[config.mk]
export PLATFORM = sky130hd
export DESIGN_NAME = i2c_txn_seq
export DESIGN_NICKNAME = d
export VERILOG_FILES = /design/src/rtl/i2c_txn_seq.sv
export SDC_FILE = /design/constraint.sdc
export NUM_CORES = 1
export LEC_CHECK = 0
export ABC_AREA = 0
export ABC_CLOCK_PERIOD_IN_PS = 2550
export BUFFER_PORTS_ARGS = -buffer_cell sky130_fd_sc_hd__clkbuf_2
export CORE_MARGIN = 10
export CORE_UTILIZATION = 40
export CTS_CLUSTER_SIZE = 30
export DETAILED_ROUTE_END_ITERATION = 8
export GPL_TIMING_DRIVEN = 0
export SLEW_MARGIN = 20
export SYNTH_ARGS = -nofsm -noshare
export SYNTH_HDL_FRONTEND = slang
export SYNTH_SLANG_ARGS = --single-unit
[constraint.sdc]
create_clock -name clk -period 2.55 [get_ports clk]
set_input_delay 0.1275 -clock clk [delete_from_list [all_inputs] [get_ports clk]]
set_output_delay 0.1275 -clock clk [all_outputs]
set_load 0.01 [all_outputs]
[src/rtl/i2c_txn_seq.sv]
module i2c_txn_seq #(
  parameter int MAX_BYTES = 15,
  localparam int CW = $clog2(MAX_BYTES + 1)
) (
  input  logic          clk,
  input  logic          rst_n,
  input  logic          req_valid,
  input  logic [1:0]    req_op,
  input  logic [6:0]    req_addr,
  input  logic [CW-1:0] req_ntx,
  input  logic [CW-1:0] req_nrx,
  output logic          busy,
  output logic [CW-1:0] tx_idx,
  input  logic [7:0]    tx_data,
  input  logic          evt_valid,
  input  logic [7:0]    evt_status,
  input  logic [7:0]    rx_data,
  output logic          cmd_start,
  output logic          cmd_stop,
  output logic          cmd_write,
  output logic          cmd_read,
  output logic          cmd_ack,
  output logic [7:0]    cmd_byte,
  output logic          rx_we,
  output logic [CW-1:0] rx_waddr,
  output logic [7:0]    rx_wdata,
  output logic          done,
  output logic [1:0]    result
);
  localparam logic [7:0] ST_START = 8'h08, ST_RSTART = 8'h10, ST_ARB = 8'h38;
  localparam logic [7:0] ST_WA_ACK = 8'h18, ST_WA_NAK = 8'h20;
  localparam logic [7:0] ST_WD_ACK = 8'h28, ST_WD_NAK = 8'h30;
  localparam logic [7:0] ST_RA_ACK = 8'h40, ST_RA_NAK = 8'h48;
  localparam logic [7:0] ST_RD_ACK = 8'h50, ST_RD_NAK = 8'h58;
  localparam logic [1:0] RES_OK = 2'd0, RES_NAK = 2'd1, RES_ERR = 2'd2;

  logic [1:0]    op_q;
  logic [6:0]    addr_q;
  logic [CW-1:0] ntx_q, nrx_q, tx_left, rx_left, rx_cnt;

  wire          rd_bit = (op_q == 2'd1) || (op_q[1] && tx_left == '0);
  wire          rx_any = rx_left != '0;
  wire [CW-1:0] rx_dec = rx_any ? rx_left - 1'b1 : rx_left;
  wire [CW-1:0] ntx_in = (req_op == 2'd1) ? '0 : req_ntx;
  wire [CW-1:0] nrx_in = (req_op == 2'd0) ? '0 : req_nrx;

  always_ff @(posedge clk or negedge rst_n) begin
    if (!rst_n) begin
      busy <= 1'b0; done <= 1'b0; result <= RES_OK;
      op_q <= '0; addr_q <= '0; ntx_q <= '0; nrx_q <= '0;
      tx_left <= '0; rx_left <= '0; tx_idx <= '0; rx_cnt <= '0;
      cmd_start <= 1'b0; cmd_stop <= 1'b0; cmd_write <= 1'b0; cmd_read <= 1'b0;
      cmd_ack <= 1'b0; cmd_byte <= 8'hFF;
      rx_we <= 1'b0; rx_waddr <= '0; rx_wdata <= '0;
    end else begin
      cmd_start <= 1'b0; cmd_stop <= 1'b0; cmd_write <= 1'b0; cmd_read <= 1'b0;
      rx_we <= 1'b0;
      if (!busy && req_valid) begin
        op_q <= req_op; addr_q <= req_addr;
        ntx_q <= ntx_in; nrx_q <= nrx_in;
        tx_left <= ntx_in; rx_left <= nrx_in;
        tx_idx <= '0; rx_cnt <= '0;
        busy <= 1'b1; done <= 1'b0; result <= RES_OK;
        cmd_start <= 1'b1;
      end else if (busy && evt_valid) begin
        case (evt_status)
          ST_START, ST_RSTART: begin
            cmd_write <= 1'b1;
            cmd_byte  <= {addr_q, rd_bit};
          end
          ST_WA_ACK, ST_WD_ACK: begin
            if (tx_left != '0) begin
              cmd_write <= 1'b1;
              cmd_byte  <= tx_data;
              tx_idx    <= tx_idx + 1'b1;
              tx_left   <= tx_left - 1'b1;
            end else if (rx_any) begin
              cmd_start <= 1'b1;
            end else begin
              cmd_stop <= 1'b1; busy <= 1'b0; done <= 1'b1; result <= RES_OK;
            end
          end
          ST_RA_ACK: begin
            cmd_read <= 1'b1;
            cmd_ack  <= rx_left > 1;
          end
          ST_RD_ACK: begin
            if (rx_any) begin
              rx_we <= 1'b1; rx_waddr <= rx_cnt; rx_wdata <= rx_data;
              rx_cnt <= rx_cnt + 1'b1;
            end
            rx_left  <= rx_dec;
            cmd_read <= 1'b1;
            cmd_ack  <= rx_dec > 1;
          end
          ST_RD_NAK: begin
            if (rx_any) begin
              rx_we <= 1'b1; rx_waddr <= rx_cnt; rx_wdata <= rx_data;
              rx_cnt <= rx_cnt + 1'b1;
            end
            rx_left  <= rx_dec;
            cmd_stop <= 1'b1; busy <= 1'b0; done <= 1'b1; result <= RES_OK;
          end
          ST_WA_NAK, ST_WD_NAK, ST_RA_NAK: begin
            cmd_stop <= 1'b1; busy <= 1'b0; done <= 1'b1; result <= RES_NAK;
          end
          ST_ARB: begin
            tx_left <= ntx_q; rx_left <= nrx_q;
            tx_idx <= '0; rx_cnt <= '0;
            cmd_start <= 1'b1;
          end
          default: begin
            cmd_byte <= 8'hFF;
            cmd_stop <= 1'b1; busy <= 1'b0; done <= 1'b1; result <= RES_ERR;
          end
        endcase
      end
    end
  end
endmodule

==> run_summary.xml <==
<?xml version="1.0" encoding="UTF-8"?>
<metrics>
  <group name="status">
    <metric name="run_status" unit="">finished, final reports clean</metric>
  </group>
  <group name="logic_synthesis">
    <metric name="synth-warning-count" unit="">0</metric>
    <metric name="yosys_most_used_dff" unit="">dfrtp_1</metric>
    <metric name="yosysSeqAreaShare" unit="">0.464</metric>
    <metric name="synth.lib_cells_used.distinct" unit="">68</metric>
    <metric name="synth_top_area_share" unit="">0.403</metric>
    <metric name="yosys-top-cells-area" unit="">dfrtp_1, mux2_2, dfstp_2</metric>
    <metric name="synth_top_area_cell" unit="">dfrtp_1</metric>
    <metric name="synth_fp_nets" unit="">390</metric>
    <metric name="synth-async-reset-ratio" unit="">1.00</metric>
    <metric name="post_synthesis_instance_area" unit="sq um">3420</metric>
    <metric name="cell_count_after_synthesis" unit="">340</metric>
    <metric name="yosys_register_bits" unit="">63</metric>
    <metric name="synth.avg_cell_area" unit="sq um">10.1</metric>
    <metric name="synth-edff-count" unit="">0</metric>
  </group>
  <group name="route">
    <metric name="drcViolationCount" unit="">0</metric>
    <metric name="wire_per_inst" unit="um">18.8</metric>
    <metric name="vias_per_cell" unit="">5.77</metric>
    <metric name="via_count" unit="">3202</metric>
    <metric name="first_pass_iters" unit="">5</metric>
    <metric name="initialDrtViolationCount" unit="">166</metric>
    <metric name="antenna_violating_nets_post_route" unit="">0</metric>
    <metric name="wirelength" unit="mm">10.5</metric>
  </group>
  <group name="floorplan">
    <metric name="die-height" unit="um">112</metric>
    <metric name="initial_utilization" unit="">0.414</metric>
    <metric name="ios" unit="">79</metric>
    <metric name="die-width" unit="um">112</metric>
    <metric name="fp.dieArea" unit="sq um">12600</metric>
    <metric name="row_count" unit="">33</metric>
    <metric name="core" unit="sq um">8260</metric>
  </group>
  <group name="timing">
    <metric name="drv_slew" unit="">0</metric>
    <metric name="final.setup_skew" unit="ps">6.76</metric>
    <metric name="max_slew_margin" unit="">0.295</metric>
    <metric name="fin_ws" unit="ps">205</metric>
    <metric name="period_share" unit="">0.920</metric>
    <metric name="timing.fmax" unit="GHz">0.426</metric>
    <metric name="tightestPinTransition" unit="ps">1050</metric>
    <metric name="final-setup-viol-count" unit="">0</metric>
    <metric name="rsz0062_at_grt" unit="">false</metric>
    <metric name="hold_viol" unit="">0</metric>
    <metric name="min_clock_period_post_route" unit="ps">2350</metric>
  </group>
  <group name="worst_setup_path">
    <metric name="worstSetupEndpointType" unit="">flip-flop</metric>
    <metric name="critPathRequiredTime" unit="ps">2810</metric>
    <metric name="crit_path_start" unit="">rx_left[0]</metric>
    <metric name="slowest_cell_on_the_critical_path" unit="">or4_4</metric>
    <metric name="worst-setup-path-type" unit="">reg -&gt; reg</metric>
    <metric name="critPathBufInv" unit="">1</metric>
    <metric name="timing.critical_path.arrival" unit="ps">2610</metric>
    <metric name="critical_path.cell_chain" unit="">inv_1 &gt; ha_1 &gt; nor3b_4 &gt; or4_4 &gt; or4_1 &gt; a31oi_1</metric>
    <metric name="r2r_path_start" unit="">rx_left[0]</metric>
    <metric name="worstPathMaxFanout" unit="">7</metric>
    <metric name="cpLargestDelayFamily" unit="">simple AND/OR/NAND/NOR gates</metric>
    <metric name="crit_path_max_incr_delay" unit="ps">530</metric>
    <metric name="cp-start-kind" unit="">flip-flop</metric>
  </group>
  <group name="power">
    <metric name="vdd.ir_drop.worst" unit="mV">0.358</metric>
    <metric name="power_leakage" unit="nW">2.04</metric>
    <metric name="power_density" unit="nW/um^2">719</metric>
    <metric name="fin_total_pwr" unit="W">0.00314</metric>
  </group>
  <group name="layout">
    <metric name="area_growth" unit="%">27.8</metric>
    <metric name="finish.net_count" unit="">495</metric>
    <metric name="insertedDiodeCount" unit="">0</metric>
    <metric name="layout_cell_share_with_drive_strength_beyond_1" unit="">0.316</metric>
    <metric name="layout.filler_cells" unit="">754</metric>
  </group>
  <group name="placement">
    <metric name="detailed_place_hpwl" unit="mm">7.59</metric>
    <metric name="preCtsSetupSlack" unit="ps">-324</metric>
    <metric name="globalplace.congestion" unit="">0.887</metric>
    <metric name="port_buffers" unit="">77</metric>
  </group>
  <group name="grt">
    <metric name="grt.busiest_layer" unit="">met2</metric>
    <metric name="grt_max_degree" unit="">46</metric>
    <metric name="grt_antenna_before_repair" unit="">0</metric>
    <metric name="via_count_of_the_first_global_routing_pass" unit="">3251</metric>
    <metric name="overflow_after_grt" unit="">0</metric>
    <metric name="met1_routing_resource_usage_after_global_routing" unit="">0.209</metric>
    <metric name="grt.met3_usage" unit="">0.0469</metric>
    <metric name="wire_length_of_the_first_global_routing_pass" unit="mm">17.0</metric>
    <metric name="use_met2" unit="">0.256</metric>
    <metric name="groute.usage.overall" unit="">0.165</metric>
  </group>
  <group name="cts">
    <metric name="cts_root_buf" unit="">clkbuf_8</metric>
    <metric name="cts-buffers-inserted" unit="">9</metric>
    <metric name="clkLatencyLatePin" unit="ps">350</metric>
    <metric name="worst_setup_hold_path_clk_slew" unit="ps">70</metric>
    <metric name="h-tree-depth" unit="">3</metric>
    <metric name="cts_tree" unit="">built</metric>
    <metric name="numClockSinks" unit="">63</metric>
    <metric name="clk_path_buf_depth" unit="">2</metric>
  </group>
  <group name="run">
    <metric name="cap_violations" unit="">0</metric>
  </group>
  <group name="worst_hold_path">
    <metric name="path_class_of_the_lowest_slack_min_delay_path" unit="">in -&gt; reg</metric>
    <metric name="hold_path.startpoint" unit="">rx_data[4]</metric>
  </group>
</metrics>
## worst reg2reg max path: stages, from the launching register on
cell	delay (ps)
dfrtp_1	490
inv_1	120
ha_1	290
nor3b_4	220
or4_4	530
or4_1	420
a31oi_1	180
## through the flow
| step | util | instance area, sq um | hold WS, ps | std cells | setup TNS, ps |
|---|---|---|---|---|---|
| global placement | 0.476 | 3930 | 319 | 522 | -1860 |
| detailed placement | 0.480 | 3960 | 61.5 | 523 | -2700 |
| CTS | 0.521 | 4300 | 1.79 | 549 | 0 |
| floorplan | - | 3420 | -168 | 340 | 0 |
| global route | 0.529 | 4370 | 2.75 | 555 | 0 |
| finish | 0.529 | 4370 | 8.21 | 555 | 0 |
## logic make-up (layout without fill, tap and decap cells)
logic type	count (synthesis)	count (layout)	share of synthesized area
and+or+nand+nor	126	126	0.195
AOI/OAI and AO/OA	84	84	0.186
xor gates and xnor gates	5	5	0.0128
muxes	27	27	0.0871
adders and majority gates	5	5	0.0183
buffers and inverters	30	140	0.0362
DFF	63	63	0.464
## final timing paths
kind,endpoint,slack [ps],cells past startpoint
worst min-delay path,rx_wdata[4],8,2
worst max-delay path,rx_cnt[3],200,6
worst min register to register,ntx_q[3],470,2
worst max register to register,rx_cnt[3],200,6
min in group asynchronous,rx_wdata[0],220,2
max in group asynchronous,cmd_byte[7],1760,3
## sequential cells by signal, summed over array words and instances (netlist names), 4 cells and up
name	cells
addr_q	7
cmd_byte	8
nrx_q	4
ntx_q	4
rx_cnt	4
rx_left	4
rx_waddr	4
rx_wdata	8
tx_idx	4
tx_left	4
## final cells by class
cell class	count	area (sq um)	area share
sequential	63	1590	0.363
multi-input combinational	247	1730	0.397
tap	105	131	0.0301
inverter	10	37.5	0.00860
timing repair buffer	94	566	0.130
buffer	20	90.1	0.0206
clock inverter	3	65.1	0.0149
clock buffer	13	159	0.0364
## routing by layer
metal	up-vias	part of all wire
met4	0	0.029
met5	-	0
li1	1499	-
met3	21	0.065
met1	1567	0.44
met2	115	0.46
## synth_stat cells, drive strengths merged, types with 3 or more instances
master / number
dfrtp: 55
nand2: 55
mux2: 22
clkbuf: 15
a21oi: 12
nand3: 12
o21ai: 11
nor2: 10
inv: 9
dfstp: 8
a2bb2oi: 7
nand2b: 7
o221ai: 7
nor4: 6
or4: 6
buf: 5
ha: 5
mux2i: 5
nor3: 5
a21o: 4
and3: 4
nand4: 4
a221oi: 3
a22o: 3
nor2b: 3
o211ai: 3
o2bb2ai: 3
xor2: 3
## report_power, final
group	switching, W	total (W)	internal, W
Sequential	0.000135	0.00128	0.00115
Clock	0.000381	0.000984	0.000603
Combinational	0.000478	0.000870	0.000393
Total	0.000994	0.00314	0.00214
## layout by cell type (no fill, tap or decap), types with 5 or more instances in the layout
master	instances
nand2_1	55
a21oi_1	12
dfstp_2	8
inv_1	9
ha_1	5
dlygate4sd3_1	12
o21ai_0	11
nor2_1	10
nand3_1	12
clkbuf_8	11
mux2i_1	5
clkbuf_2	79
nor3_1	5
buf_4	5
o221ai_1	7
mux2_2	22
nand2b_1	7
clkbuf_1	15
a2bb2oi_1	7
dfrtp_1	55
## what timing repair did
action                                 CTS  global route
endpoints found under the hold margin   27             2
hold buffers                            10             2
setup buffers                            0             4
resized for setup                        3             5
setup endpoints to repair               23            22
pin swaps                                0             1
Power figures use the tool's default switching activity.
